### src/rtl/shi_pkg.sv
package shi_pkg;

    localparam int unsigned CMD_W  = 8;
    localparam int unsigned BYTE_W = 8;
    localparam int unsigned WORD_W = 2 * BYTE_W;

    localparam logic [CMD_W-1:0] RST_CMD = 8'h01;

    typedef enum logic [2:0] {
        PH_IDLE,
        PH_CMD,
        PH_WR,
        PH_RD,
        PH_DONE
    } shi_phase_e;

    typedef struct packed {
        logic [1:0] nbytes;
        logic       is_rd;
    } shi_len_t;

    // Command length table: upper nibble selects data byte count and direction.
    function automatic shi_len_t shi_lookup(input logic [CMD_W-1:0] c);
        shi_len_t r;
        r = '0;
        case (c[7:4])
            4'h6:       r = '{nbytes: 2'd1, is_rd: 1'b0};
            4'h7, 4'hD: r = '{nbytes: 2'd2, is_rd: 1'b0};
            4'hE:       r = '{nbytes: 2'd2, is_rd: 1'b1};
            4'hF:       r = '{nbytes: 2'd1, is_rd: 1'b1};
            default:    r = '0;
        endcase
        return r;
    endfunction

endpackage

### src/rtl/shi_sync.sv
module shi_sync #(
    parameter int unsigned WIDTH              = 3,
    parameter int unsigned STAGES             = 2,
    parameter logic [WIDTH-1:0] RESET_VAL     = '0
) (
    input  logic             clk,
    input  logic             rst_n,
    input  logic [WIDTH-1:0] din,
    output logic [WIDTH-1:0] dout
);

    logic [WIDTH-1:0] stage_q [STAGES];

    for (genvar s = 0; s < STAGES; s++) begin : g_stage
        logic [WIDTH-1:0] stage_d;
        if (s == 0) begin : g_first
            assign stage_d = din;
        end else begin : g_next
            assign stage_d = stage_q[s-1];
        end
        always_ff @(posedge clk or negedge rst_n) begin
            if (!rst_n) stage_q[s] <= RESET_VAL;
            else        stage_q[s] <= stage_d;
        end
    end

    assign dout = stage_q[STAGES-1];

endmodule

### src/rtl/shi_irq.sv
module shi_irq (
    input  logic clk,
    input  logic rst_n,
    input  logic irq_req,
    output logic irq_n
);

    logic irq_n_d, irq_n_q;

    always_comb irq_n_d = ~irq_req;

    always_ff @(posedge clk or negedge rst_n) begin
        if (!rst_n) irq_n_q <= 1'b1;
        else        irq_n_q <= irq_n_d;
    end

    assign irq_n = irq_n_q;

endmodule

### src/rtl/shi_core.sv
module shi_core
    import shi_pkg::*;
(
    input  logic              clk,
    input  logic              rst_n,
    input  logic              sclk_s,
    input  logic              csn_s,
    input  logic              mosi_s,
    input  logic [WORD_W-1:0] rd_data,
    output logic [CMD_W-1:0]  cmd_o,
    output logic [WORD_W-1:0] wr_data_o,
    output logic              wr_stb_o,
    output logic              rst_stb_o,
    output logic              miso_o
);

    localparam int unsigned CNT_W = $clog2(WORD_W) + 1;

    typedef struct packed {
        shi_phase_e        phase;
        logic [CMD_W-1:0]  cmd;
        shi_len_t          len;
        logic [CNT_W-1:0]  bitcnt;
        logic [WORD_W-1:0] shin;
        logic [WORD_W-1:0] shout;
        logic [WORD_W-1:0] wdata;
        logic              load_pend;
        logic              wr_stb;
        logic              rst_stb;
        logic              sclk_prev;
    } core_state_t;

    core_state_t q, d;

    logic              rise, fall;
    logic [WORD_W-1:0] shin_nx;
    logic [CNT_W-1:0]  last_bit;
    shi_len_t          len_nx;

    always_comb begin
        rise     = sclk_s & ~q.sclk_prev;
        fall     = ~sclk_s & q.sclk_prev;
        shin_nx  = {q.shin[WORD_W-2:0], mosi_s};
        last_bit = (q.len.nbytes == 2'd2) ? CNT_W'(WORD_W - 1) : CNT_W'(BYTE_W - 1);
        len_nx   = shi_lookup(shin_nx[CMD_W-1:0]);

        d           = q;
        d.wr_stb    = 1'b0;
        d.rst_stb   = 1'b0;
        d.sclk_prev = sclk_s;

        if (csn_s) begin
            d.phase     = PH_IDLE;
            d.bitcnt    = '0;
            d.load_pend = 1'b0;
        end else begin
            case (q.phase)
                PH_IDLE: begin
                    d.phase  = PH_CMD;
                    d.bitcnt = '0;
                end
                PH_CMD: begin
                    if (rise) begin
                        d.shin   = shin_nx;
                        d.bitcnt = q.bitcnt + 1'b1;
                        if (q.bitcnt == CNT_W'(CMD_W - 1)) begin
                            d.cmd    = shin_nx[CMD_W-1:0];
                            d.len    = len_nx;
                            d.bitcnt = '0;
                            if (len_nx.nbytes == 2'd0) begin
                                d.phase   = PH_DONE;
                                d.rst_stb = (shin_nx[CMD_W-1:0] == RST_CMD);
                            end else if (len_nx.is_rd) begin
                                d.phase     = PH_RD;
                                d.load_pend = 1'b1;
                            end else begin
                                d.phase = PH_WR;
                            end
                        end
                    end
                end
                PH_WR: begin
                    if (rise) begin
                        d.shin   = shin_nx;
                        d.bitcnt = q.bitcnt + 1'b1;
                        if (q.bitcnt == last_bit) begin
                            d.wr_stb = 1'b1;
                            d.wdata  = (q.len.nbytes == 2'd2) ? shin_nx
                                                              : {{BYTE_W{1'b0}}, shin_nx[BYTE_W-1:0]};
                            d.phase  = PH_DONE;
                        end
                    end
                end
                PH_RD: begin
                    if (fall) begin
                        if (q.load_pend) begin
                            d.shout     = (q.len.nbytes == 2'd2) ? rd_data
                                                                 : {rd_data[BYTE_W-1:0], {BYTE_W{1'b0}}};
                            d.load_pend = 1'b0;
                        end else begin
                            d.shout = {q.shout[WORD_W-2:0], 1'b0};
                        end
                    end
                    if (rise) begin
                        d.bitcnt = q.bitcnt + 1'b1;
                        if (q.bitcnt == last_bit) d.phase = PH_DONE;
                    end
                end
                default: ;
            endcase
        end
    end

    always_ff @(posedge clk or negedge rst_n) begin
        if (!rst_n) begin
            q       <= '0;
            q.phase <= PH_IDLE;
        end else begin
            q <= d;
        end
    end

    assign cmd_o     = q.cmd;
    assign wr_data_o = q.wdata;
    assign wr_stb_o  = q.wr_stb;
    assign rst_stb_o = q.rst_stb;
    assign miso_o    = (q.phase == PH_RD) & ~q.load_pend & q.shout[WORD_W-1];

    a_r11_stb_single: assert property (@(posedge clk) disable iff (!rst_n)
        q.wr_stb |=> !q.wr_stb);

    a_r7_rst_no_write: assert property (@(posedge clk) disable iff (!rst_n)
        q.rst_stb |-> !q.wr_stb);

    a_r8_abort_idle: assert property (@(posedge clk) disable iff (!rst_n)
        csn_s |=> (q.phase == PH_IDLE) && !q.wr_stb && !q.rst_stb);

    a_r3_wr_in_frame: assert property (@(posedge clk) disable iff (!rst_n)
        q.wr_stb |-> $past(!csn_s));

    a_r9_done_silent: assert property (@(posedge clk) disable iff (!rst_n)
        (q.phase == PH_DONE) && ($past(q.phase) == PH_DONE) |-> !q.wr_stb && !q.rst_stb);

endmodule

### src/rtl/shi_host_if.sv
module shi_host_if
    import shi_pkg::*;
#(
    parameter int unsigned SYNC_STAGES = 2
) (
    input  logic              clk,
    input  logic              rst_n,
    input  logic              host_sclk,
    input  logic              host_csn,
    input  logic              host_mosi,
    output logic              host_miso,
    input  logic              irq_req,
    output logic              host_irq_n,
    output logic [CMD_W-1:0]  rd_addr,
    input  logic [WORD_W-1:0] rd_data,
    output logic [CMD_W-1:0]  wr_addr,
    output logic [WORD_W-1:0] wr_data,
    output logic              wr_stb,
    output logic              cmd_rst
);

    // Bit order of the synchronised bundle: {csn, sclk, mosi}
    localparam logic [2:0] PIN_RESET = 3'b100;

    logic [2:0]       pins_s;
    logic [CMD_W-1:0] cmd;

    shi_sync #(
        .WIDTH     (3),
        .STAGES    (SYNC_STAGES),
        .RESET_VAL (PIN_RESET)
    ) u_sync (
        .clk   (clk),
        .rst_n (rst_n),
        .din   ({host_csn, host_sclk, host_mosi}),
        .dout  (pins_s)
    );

    shi_core u_core (
        .clk       (clk),
        .rst_n     (rst_n),
        .sclk_s    (pins_s[1]),
        .csn_s     (pins_s[2]),
        .mosi_s    (pins_s[0]),
        .rd_data   (rd_data),
        .cmd_o     (cmd),
        .wr_data_o (wr_data),
        .wr_stb_o  (wr_stb),
        .rst_stb_o (cmd_rst),
        .miso_o    (host_miso)
    );

    shi_irq u_irq (
        .clk     (clk),
        .rst_n   (rst_n),
        .irq_req (irq_req),
        .irq_n   (host_irq_n)
    );

    assign rd_addr = cmd;
    assign wr_addr = cmd;

    a_r13_miso_idle: assert property (@(posedge clk) disable iff (!rst_n)
        pins_s[2] |=> !host_miso);

endmodule

### config.mk
export PLATFORM = sky130hd
export DESIGN_NAME = shi_host_if
export DESIGN_NICKNAME = d
export VERILOG_FILES = /design/src/rtl/shi_pkg.sv /design/src/rtl/shi_sync.sv /design/src/rtl/shi_irq.sv /design/src/rtl/shi_core.sv /design/src/rtl/shi_host_if.sv
export SDC_FILE = /design/constraint.sdc
export NUM_CORES = 1
export LEC_CHECK = 0
export BUFFER_PORTS_ARGS = -buffer_cell sky130_fd_sc_hd__buf_4
export CORE_UTILIZATION = 37
export CTS_BUF_LIST = sky130_fd_sc_hd__clkbuf_8
export CTS_CLUSTER_DIAMETER = 60
export DETAILED_ROUTE_END_ITERATION = 8
export PLACE_DENSITY = 0.54
export SYNTH_ARGS = -nofsm -noshare
export SYNTH_HDL_FRONTEND = slang
export SYNTH_SLANG_ARGS = --single-unit
### constraint.sdc
create_clock -name clk -period 2 [get_ports clk]
set_input_delay 0 -clock clk [delete_from_list [all_inputs] [get_ports clk]]
set_output_delay 0 -clock clk [all_outputs]
set_load 0.005 [all_outputs]
# Word level (Yosys, flattened, before mapping)
# Cells that the tools add are included.
# Widths: inputs -> output; s select.
# totals
word_cells,96
regBits,77
in_bits,22
output_inout_bits,36
# classes
n_bitwise,9
n_eq_ne,23
reduce_logical,15
add_sub_neg,1
n_mux,33
# op_table
cell,n
$mux 16,3
$mux 35,1
$pmux 15 s2,1
$mux 21,1
$pmux 5 s4,1
$mux 19,1
$ne 3x2->1 const B,6
$reduce_and 4->1,4
$mux 1,14
$eq 4x4->1 const B,3
$mux 3,4
$pmux 3 s4,1
$mux 5,2
$pmux 3 s3,1
$eq 4x3->1 const B,2
$eq 8x1->1 const B,1
$eq 3x2->1 const B,2
$ne 3x1->1 const B,2
$reduce_and 6->1,1
$add 5x1->5 const B,1
$eq 5x3->1 const B,1
$eq 5x5->1,1
$not 1->1,5
$reduce_and 5->1,1
16 further kinds,21

# Longest topological paths before layout
# depth
word_depth,9
ltp_mapped,8

# By module
# Synthesis repeated with hierarchy kept, for this count alone.
# unflattened
hier_cells,321
area_unflattened_um2,3612.2
# modules_own_cells
mod,area_per_inst_um2,n_inst,cells_per_inst
shi_core,3369.5,1,305
shi_sync,152.6,1,6
shi_host_if,60.1,1,8
shi_irq,30.0,1,2

# Least setup slack after synthesis
# OpenSTA, ideal clock, no wires.
# synth_timing
path_type,flip-flop to flip-flop
from,register u_core.q[52] (netlist bit)
to,register u_core.q (netlist bit u_core.cmd_o[1])
stages_incl_launch_ff,7
path_slack_ns,0.217
t_required_ns,1.875
path_buffers,2
period_less_slack_ns,1.783
t_arrival_ns,1.658
path_cell_list,dfrtp_1 ha_1 nand4bb_4 or3_1 buf_6 buf_8 mux2_4
# synth_between
elab_chain_cells,2
# synth_lines
element,line_no,text
"start, declared",shi_core.sv:33,"core_state_t q, d;"
$eq 5x3->1,shi_core.sv:66,if (q.bitcnt == CNT_W'(CMD_W - 1)) begin
$reduce_and 4->1 (no line),--,
# Every way passes these cells.
# A chain may end at the register's enable or synchronous reset.

# Final worst setup path
# layout_timing
from,register u_core.q[52] (netlist bit)
to,register u_core.q[68] (netlist bit)
# layout_between
elab_chain_cells,3
# layout_lines
element,line_no
$eq 5x3->1 or $eq 5x5->1 (tied branches),"shi_core.sv:66, shi_core.sv:86, shi_core.sv:106"
$ne 3x2->1 (no line) or $ne 3x1->1 (tied branches),--
$reduce_and 5->1 (no line) (*),--
# Mark *: on every way between the ends. The rest lies on a longest branch, timed or not.

==> key figures <==
Global route
  • GRT Total Usage: about 14%
  • Largest net degree at the start of global routing: 44
  • First-pass GRT wire length: ~11000 µm
  • Initial antenna violation count: 0
  • Total grt overflow: 0
  • Vias in the first global route: about 2400

Cells and area
  • Area added between synthesis and finish: 16.58%
  • Fin cells: approximately 530
  • Antenna Cells: 0
  • Nets: a little over 400
  • Proportion of layout cells with a drive suffix above 1: 29.87%

Place
  • Placed insts: ~500
  • RePlAce Congestion: around 0.83
  • DP HPWL: approximately 4600 µm
  • PortBufs: 57

Clock network
  • Post-CTS sizing: 0
  • CTS H-Tree Depth: 3
  • CTS root buf: clkbuf_8
  • Post-CTS setup repair buffer count: 0
  • Num CTS Buffers: 9
  • Clock sinks: 76
  • Clock buffer depth: 2
  • Reg clk slew, reported paths: ~0.090 ns
  • Worst skew pair latency: 0.35 ns
  • CTS tree: built

Drt
  • Final ANT Viol Nets: 0
  • Via density: between 4 and 5
  • Routed wire per std cell: approximately 13 µm
  • Initial DRC count: 65
  • Via count: approximately 2500
  • 1st-pass router iterations: 4
  • Remaining DRCs: 0
  • Total routed wirelength: around 6700 µm

Pwr
  • Comb pwr share: 6.5%
  • Power Total: between 0.002 and 0.003 W
  • Switch share: ~25%
  • Peak supply drop: between 0.2 and 0.3 mV
  • Leakage dissipation: roughly 2 nW
  • Int Pwr: around 0.0021 W
  • Power per cell area: roughly 660 nW/µm²
  • NetSw: slightly above 0.0007 W
  • Clock Power Share: a little under two fifths
  • Sequential power share: 55.5%

Worst setup path
  • WP data required: 2.25 ns
  • Critical path peak fanout: 6
  • Crit Path Class: reg -> reg
  • Startpoint types: flop
  • Critical Path End Type: flop
  • Critical path arrival: 2.06 ns

Timing
  • Post-Route Setup TNS: 0 ns
  • Fin. Hold Viols: 0
  • Slew HR: 37.46%
  • Layout Skew: roughly 0.014 ns
  • Fmax: around 0.55 GHz
  • Final Max Tran Viols: 0
  • Final min period: 1.812 ns
  • Fin crit share: between 90% and 100%
  • RSZ-0062 raised after global routing: no
  • Worst slew pin tran: ~0.94 ns
  • # setup viols final: 0

Floorplanning
  • IO Count: a little under 60
  • Die Footprint: 10400 µm²
  • Initial core utilization: approximately two fifths
  • Num rows: 36
  • Die Y: between 100 and 150 µm
  • Die W: roughly 100 µm
  • Core footprint: slightly below 10000 µm²

Yosys
  • Post-Synthesis Cells: about 360
  • #FFs+latches synth: 76
  • Unique masters post-synth: 50
  • Top cells by area, synth: dfrtp_1, buf_4, mux2_2, nand2_1, o21ai_0
  • Yosys top cell area share: 49.41%
  • Post-Syn Area: approximately 3700 µm²
  • Post-Syn Area per Cell: between 10 and 15 µm²
  • Ys Warns: 0
  • Sequential-to-total area share from yosys stat: between 50 and 60%
  • Area leader, netlist: dfrtp_1
  • Post-synthesis net count: 379

Flow run
  • Max-Cap Viols: 0

Worst hold path
  • Hold Crit Class: in -> reg

Outcome
  • Status: finished clean
-- routing by layer --
| metal | part of all wire (%) | up-vias | track usage (%) | wire length [µm] |
|---|---|---|---|---|
| met3 | 3.1 | 11 | 3.694 | 206 |
| met4 | 1.8 | 0 | 5.934 | 123 |
| met1 | 48 | 1196 | 18.58 | 3248 |
| met5 | 0 | - | 0 | 0 |
| li1 | - | 1256 | - | - |
| met2 | 47 | 38 | 21.94 | 3134 |
-- registers in the layout, summed over array words and instances (netlist names) --
register / flops
u_core.q: 43
u_core.rst_stb_o: 1
u_irq.irq_n: 1
u_core.cmd_o: 8
u_core.wr_data_o: 16
u_sync.dout: 3
u_sync.g_stage.stage_d: 3
u_core.wr_stb_o: 1
-- synthesized netlist by cell type (all sizes together) --
master / n
xnor2: 1
o31ai: 1
and4bb: 1
nand4: 2
mux2i: 8
nand2b: 2
dfrtp: 73
and4b: 1
or3: 2
dfstp: 3
and2: 1
nor3b: 1
a31oi: 8
o32ai: 1
o2111ai: 1
or4: 1
clkbuf: 12
nor4: 1
nor3: 2
nor2: 27
nand4bb: 1
xor2: 3
or2: 1
a21oi: 19
nor4b: 1
nor2b: 10
nand3: 13
inv: 4
a41oi: 2
buf: 42
a22o: 1
o211ai: 1
nand2: 54
mux2: 26
ha: 1
a221o: 1
and2b: 1
and4: 1
o21ai: 23
a221oi: 1
nand4b: 1
-- critical path, cell delays in order (launching register included) --
cell       delay (ns)
dfrtp_1          0.38
ha_1             0.28
nand4bb_4        0.16
o31ai_1          0.27
a41oi_1          0.09
nor2_1           0.18
mux2_2           0.35
-- cell families after synthesis --
group / count (synthesis) / share of synthesized area, %
adder cells (fa/ha/maj): 1 / 0.3384
AND/OR/NAND/NOR: 124 / 16.65
AO/OA/AOI/OAI: 59 / 9.239
XOR/XNOR: 4 / 0.9477
buffers and inverters: 58 / 10.59
multiplexers: 34 / 10.69
flip-flops: 76 / 51.54
-- power groups by stage --
stage	sequential [W]	clock, W	combinational, W
final	0.00159	0.00109	0.000186
after global routing	0.00160	0.00119	0.000211
after CTS	0.00159	0.00113	0.000192
after detailed placement	0.00162	0	0.000171
after global placement	0.00162	0	0.000170
after floorplan	0.00160	0	0.000105
-- worst paths after layout --
path / start / to / slack [ns] / depth (start not counted)
max: u_core.q[52] / u_core.q[68] / 0.19 / 6
min: rd_data[11] / u_core.q[31] / 0.09 / 4
max reg2reg: u_core.q[52] / u_core.q[68] / 0.19 / 6
min reg2reg: u_sync.g_stage[1].stage_d[0] / u_sync.dout[0] / 0.35 / 0
max in group asynchronous: rst_n / u_irq.irq_n / 1.16 / 3
min in group asynchronous: rst_n / u_core.wr_data_o[15] / 0.18 / 2
-- cell type report --
type,instances,area (µm²)
Multi-Input combinational cell,222,1403
Inverter,4,15.01
Clock buffer,10,137.6
Timing Repair Buffer,77,635.6
Fill cell,974,5419
Sequential cell,76,1906
Clock inverter,6,47.55
Tap cell,133,166.4
-- through the flow --
| step | setup WS, ns | utilization [%] | hold slack (ns) | instance area, µm² |
|---|---|---|---|---|
| floorplan | 0.2173 | - | -0.2956 | 3697 |
| global placement | 0.2224 | 41.06 | 0.04841 | 3995 |
| detailed placement | 0.1770 | 41.06 | 0.05169 | 3995 |
| CTS | 0.1668 | 44.30 | 0.07279 | 4310 |
| global route | 0.01619 | 44.30 | 0.1053 | 4310 |
| finish | 0.1884 | 44.30 | 0.08982 | 4310 |
-- cells in the final DEF, fill, tap and decap left out, drive strengths merged, types with 2 or more instances in the layout --
master	count
a21oi	19
a31oi	8
a41oi	2
buf	64
clkbuf	10
clkinvlp	4
dfrtp	73
dfstp	3
dlygate4sd3	13
inv	6
mux2	26
mux2i	8
nand2	54
nand2b	2
nand3	13
nand4	2
nor2	27
nor2b	10
nor3	2
o21ai	23
or3	2
xor2	3
-- repair_timing --
action / CTS / global route
hold buffers: 13 / 0
hold endpoints to repair: 52 / 0
endpoints found under the setup margin: 0 / 0
Note: power is estimated with default switching activity, not from simulation.
